`config.mk`:
```
export PLATFORM = sky130hd
export DESIGN_NAME = adc_seq_ctrl
export DESIGN_NICKNAME = d
export VERILOG_FILES = /design/src/rtl/adc_seq_pkg.sv /design/src/rtl/adc_seq_step_sel.sv /design/src/rtl/adc_seq_fsm.sv /design/src/rtl/adc_seq_status.sv /design/src/rtl/adc_seq_ctrl.sv
export SDC_FILE = /design/constraint.sdc
export NUM_CORES = 1
export LEC_CHECK = 0
export BUFFER_PORTS_ARGS = -buffer_cell sky130_fd_sc_hd__buf_4
export CORE_MARGIN = 5
export CORE_UTILIZATION = 46
export DETAILED_ROUTE_END_ITERATION = 7
export GPL_ROUTABILITY_DRIVEN = 0
export PLACE_DENSITY = 0.84
export SLEW_MARGIN = 20
export SYNTH_ARGS = -nofsm -noshare
export SYNTH_HDL_FRONTEND = slang
export SYNTH_HIERARCHICAL = 1
export SYNTH_SLANG_ARGS = --single-unit
```
`constraint.sdc`:
```
create_clock -name clk -period 1.8 [get_ports clk]
set_input_delay 0.09 -clock clk [delete_from_list [all_inputs] [get_ports clk]]
set_output_delay 0.09 -clock clk [all_outputs]
set_load 0.1 [all_outputs]
```
`src/rtl/adc_seq_pkg.sv`:
```
package adc_seq_pkg;
  typedef enum logic [1:0] {
    ST_IDLE = 2'd0,
    ST_REQ  = 2'd1,
    ST_WAIT = 2'd2
  } seq_state_e;

  // Per-step control bits, msb first
  typedef struct packed {
    logic temp;
    logic irq_en;
    logic last;
    logic diff;
  } step_cfg_t;
endpackage

```
`src/rtl/adc_seq_step_sel.sv`:
```
module adc_seq_step_sel
  import adc_seq_pkg::*;
#(
  parameter int NSTEP = 4,
  parameter int CHW   = 4,
  localparam int IDXW = $clog2(NSTEP)
) (
  input  logic [4*NSTEP-1:0]   ctl,
  input  logic [CHW*NSTEP-1:0] mux,
  input  logic [IDXW-1:0]      idx,
  output logic [CHW-1:0]       chan,
  output logic                 diff,
  output logic                 temp,
  output logic                 irq_en,
  output logic                 last_eff,
  output logic                 err_step
);
  step_cfg_t          cur;
  logic [CHW-1:0]     nib;
  logic               final_pos;

  assign cur       = step_cfg_t'(ctl[4*idx +: 4]);
  assign nib       = mux[CHW*idx +: CHW];
  assign final_pos = (idx == IDXW'(NSTEP-1));

  // Sensor wins over differential; illegal combination degrades to single-ended
  assign temp     = cur.temp;
  assign diff     = cur.diff & ~cur.temp;
  assign chan     = cur.temp ? '0 : nib;
  assign irq_en   = cur.irq_en;
  assign last_eff = cur.last | final_pos;
  assign err_step = (cur.temp & cur.diff) | (final_pos & ~cur.last);
endmodule

```
`src/rtl/adc_seq_fsm.sv`:
```
module adc_seq_fsm
  import adc_seq_pkg::*;
#(
  parameter int NSTEP = 4,
  localparam int IDXW = $clog2(NSTEP)
) (
  input  logic            clk,
  input  logic            rst_n,
  input  logic            trig,
  input  logic            req_ready,
  input  logic            conv_done,
  input  logic            last_eff,
  output logic [IDXW-1:0] idx,
  output logic            busy,
  output logic            req_valid,
  output logic            accept,
  output logic            step_done
);
  seq_state_e state;

  always_ff @(posedge clk) begin
    if (!rst_n) begin
      state <= ST_IDLE;
      idx   <= '0;
    end else begin
      case (state)
        ST_IDLE: if (trig) begin
          state <= ST_REQ;
          idx   <= '0;
        end
        ST_REQ:  if (req_ready) state <= ST_WAIT;
        ST_WAIT: if (conv_done) begin
          if (last_eff) begin
            state <= ST_IDLE;
          end else begin
            state <= ST_REQ;
            idx   <= idx + IDXW'(1);
          end
        end
        default: state <= ST_IDLE;
      endcase
    end
  end

  assign busy      = (state != ST_IDLE);
  assign req_valid = (state == ST_REQ);
  assign accept    = req_valid & req_ready;
  assign step_done = (state == ST_WAIT) & conv_done;
endmodule

```
`src/rtl/adc_seq_status.sv`:
```
module adc_seq_status (
  input  logic clk,
  input  logic rst_n,
  input  logic irq_set,
  input  logic irq_clr,
  input  logic int_mask,
  input  logic ovr_set,
  input  logic err_set,
  output logic raw_irq,
  output logic irq,
  output logic overrun,
  output logic cfg_err
);
  always_ff @(posedge clk) begin
    if (!rst_n) begin
      raw_irq <= 1'b0;
      overrun <= 1'b0;
      cfg_err <= 1'b0;
    end else begin
      if (irq_set)      raw_irq <= 1'b1;
      else if (irq_clr) raw_irq <= 1'b0;
      if (ovr_set) overrun <= 1'b1;
      if (err_set) cfg_err <= 1'b1;
    end
  end

  assign irq = raw_irq & int_mask;
endmodule

```
`src/rtl/adc_seq_ctrl.sv`:
```
module adc_seq_ctrl
  import adc_seq_pkg::*;
#(
  parameter int NSTEP = 4,
  parameter int CHW   = 4,
  localparam int CTLW = 4*NSTEP,
  localparam int MUXW = CHW*NSTEP,
  localparam int IDXW = $clog2(NSTEP)
) (
  input  logic            clk,
  input  logic            rst_n,
  input  logic            cfg_wr,
  input  logic [31:0]     cfg_wdata,
  output logic [31:0]     cfg_rdata,
  input  logic            mux_wr,
  input  logic [MUXW-1:0] mux_wdata,
  input  logic            int_mask,
  input  logic            irq_clr,
  input  logic            trig,
  output logic            req_valid,
  input  logic            req_ready,
  output logic [CHW-1:0]  req_chan,
  output logic            req_diff,
  output logic            req_temp,
  input  logic            conv_done,
  output logic            busy,
  output logic            raw_irq,
  output logic            irq,
  output logic            cfg_err,
  output logic            overrun
);
  logic [CTLW-1:0] ctl_q;
  logic [MUXW-1:0] mux_q;
  logic [IDXW-1:0] idx;
  logic            irq_en, last_eff, err_step, accept, step_done;

  always_ff @(posedge clk) begin
    if (!rst_n) begin
      ctl_q <= '0;
      mux_q <= '0;
    end else if (!busy) begin
      if (cfg_wr) ctl_q <= cfg_wdata[CTLW-1:0];
      if (mux_wr) mux_q <= mux_wdata;
    end
  end

  assign cfg_rdata = {{(32-CTLW){1'b0}}, ctl_q};

  adc_seq_step_sel #(.NSTEP(NSTEP), .CHW(CHW)) u_sel (
    .ctl(ctl_q), .mux(mux_q), .idx(idx),
    .chan(req_chan), .diff(req_diff), .temp(req_temp),
    .irq_en(irq_en), .last_eff(last_eff), .err_step(err_step)
  );

  adc_seq_fsm #(.NSTEP(NSTEP)) u_fsm (
    .clk(clk), .rst_n(rst_n), .trig(trig), .req_ready(req_ready),
    .conv_done(conv_done), .last_eff(last_eff), .idx(idx), .busy(busy),
    .req_valid(req_valid), .accept(accept), .step_done(step_done)
  );

  adc_seq_status u_stat (
    .clk(clk), .rst_n(rst_n),
    .irq_set(step_done & irq_en), .irq_clr(irq_clr), .int_mask(int_mask),
    .ovr_set(trig & busy), .err_set(accept & err_step),
    .raw_irq(raw_irq), .irq(irq), .overrun(overrun), .cfg_err(cfg_err)
  );
endmodule

```
==> metrics.cfg <==
[worst_setup_path]
cp_slowest_cell=mux4_2
crit_arrival_ns=1.70
worstSetupStartpointType=flip-flop
cp_max_fo=7
crit_buf_inv=1
slowest_delay_ns=0.68
worstPathRequired_ns=1.71
critical_path_class=flip-flop to output pin
cp_cell_sequence=mux4_2, nor2b_4, buf_12
endpoint_kind=output pin
crit_family=multiplexers

[synth]
synth.cell_area_um2=2060
syn_avg_cell_area_um2=9.56
synth-edff-count=0
yosysUniqueCellTypes=27
ys_async_sr_fraction_pct=0
yosysWarnings=6
synth_top_flop_cell=dfxtp_1
synth_cells=216
ys_seq_area_share_pct=37.8
ys_ff_latch=39

[routing]
dr_total_vias=1606
viasPerCell=4.77
wirelength_um=4500
final_antenna_net_count=0
drt-initial-drc-count=50
dr.pass1.iters=4
drt-wirelength-per-cell_um=13.4
drc_errors=0

[cts]
cts_tree=done
clock_path_buffers=2
htreeDepth=2
cts-root-buf=clkbuf_8
cts.sinks=39
path_clk_slew_ns=0.08
clock_latency_ns=0.29
cts_buffers=5

[pwr]
pwr-share-seq_pct=38.5
switchingPower_uw=979
power.density_nw_per_um2=919
p_leak_nw=1.24
power.internal_mw=1.53
total_power_mw=2.51
p_clk_share_pct=26.6
comb_power_share_pct=34.9
power.ir.vdd_worst_v=0.000566
power_switching_share_pct=39.1

[hold_path]
hp-class=primary input to flip-flop

[final_layout]
drive_above_1_share_pct=38.2
syn_to_final_growth_pct=32.0
fin_nets=341
diodes=0
finish.utilization_pct=62.6

[die]
ioPinCount=101
fp.dieW_um=77.0
die_h_um=77.0
core-area_um2=4350
start_util_pct=47.4
die_area_um2=5930
rows=24

[timing]
finalWorstPathRequiredPeriod_ns=1.79
fin_worst_skew_ns=0.00780
fmax_ghz=0.559
rsz0062_at_grt=true
fin_ws_ns=0.0102
finalSetupViolCount=0
drv_slew=0
worst_hold_slack_ns=0.0443
timing.final.crit_share_pct=99.4
hold_viol=0

[flow_run]
drv_cap=0

[global_route]
grt_pass1_wl_um=7310
overflow=0
grt_pass1_vias=1539
grt_max_degree=42
grt_usage_pct=15.1
antenna_found_initial=0

[place]
port_buffers=68
pre_cts_slack_ns=0.0807
post-dp-hpwl_um=3370

[run_status]
status=complete, no violations

## path summary, 6_finish.rpt
| kind | startpoint | endpoint | slack (ns) | depth (start not counted) |
|---|---|---|---|---|
| max | u_fsm/idx[0] | req_diff | 0.01 | 3 |
| min | cfg_wdata[9] | ctl_q[9] | 0.04 | 3 |
| max reg2reg | u_fsm/idx[0] | u_stat/cfg_err | 0.20 | 4 |
| min reg2reg | mux_q[7] | mux_q[7] | 0.45 | 2 |
## tightest hold or removal path: cells and delay by family
kind | cells | cell delay [ns]
multiplexers | 1 | 0.05
AND/OR/NAND/NOR | 1 | 0.05
buffers and inverters | 1 | 0.10
## cell usage in the layout, fill, tap and decap left out, drive strengths merged
cell type / instances
and2: 6
and2b: 1
buf: 76
clkbuf: 6
clkinv: 2
conb: 16
dfxtp: 39
mux2i: 35
mux4: 7
nand2: 67
nand3: 3
nand3b: 1
nand4: 1
nor2: 3
nor2b: 10
nor3b: 1
o21a: 4
o21ai: 2
o21bai: 1
o2bb2ai: 1
o311a: 1
or2: 1
or4: 1
## registers in the layout, indices dropped and copies added, names as in the netlist
register        count
u_stat/cfg_err      1
u_fsm/state         2
u_fsm/idx           2
u_stat/overrun      1
mux_q              16
ctl_q              16
u_stat/raw_irq      1
## cells by family after synthesis
logic type,synth area share [%]
flops,37.8
mux,25.0
buf+inv,13.0
other cells,0.182
simple gates,20.8
compound gates,3.21
## cell type report
type,count,area (um^2)
tap,52,65.1
clock buffer,6,93.8
multi-input combinational,162,1120
sequential,39,800
fill,360,1630
timing repair buffer,76,637
clock inverter,2,13.8
## power groups by stage
stage | clock, mW | combinational, mW | sequential (mW)
after floorplan | 0 | 0.525 | 1.18
after global placement | 0 | 0.837 | 0.985
after detailed placement | 0 | 0.846 | 0.986
after CTS | 0.689 | 0.877 | 0.964
after global routing | 0.730 | 0.911 | 0.973
final | 0.667 | 0.874 | 0.965
## cells in the mapped netlist (2+ instances only)
master / number / share of area, %
and2_1: 5 / 1.5
buf_12: 2 / 1.9
buf_2: 3 / 0.73
buf_4: 18 / 6.5
buf_6: 7 / 3.8
dfxtp_1: 39 / 38
mux2i_1: 35 / 17
mux4_1: 2 / 2.5
mux4_2: 5 / 5.5
nand2_1: 67 / 12
nand3_1: 3 / 0.73
nor2_1: 3 / 0.55
nor2b_1: 9 / 2.7
o21a_1: 4 / 1.5
o21ai_0: 2 / 0.48
## per-layer routing
| metal | wire length (um) | track usage, % |
|---|---|---|
| met3 | 316 | 3.98 |
| met4 | 78 | 6.70 |
| met5 | 0 | 0 |
| met1 | 1890 | 18.8 |
| met2 | 2210 | 24.6 |
## timing repair
| item | 4_1_cts | 5_1_grt |
|---|---|---|
| hold buffers | 0 | 0 |
| resized for setup | 18 | 0 |
| setup endpoints to repair | 6 | 5 |
| setup buffers | 1 | 0 |
## metrics by stage
step                      std cells  cell area [um^2]  TNS, ns
final                           337              2730        0
after global routing            337              2730   -0.259
after CTS                       337              2730  -0.0188
after detailed placement        328              2540        0
after global placement          328              2540        0
after floorplan                 231              2180    -1.51
Note: power is estimated with default switching activity, not from simulation.
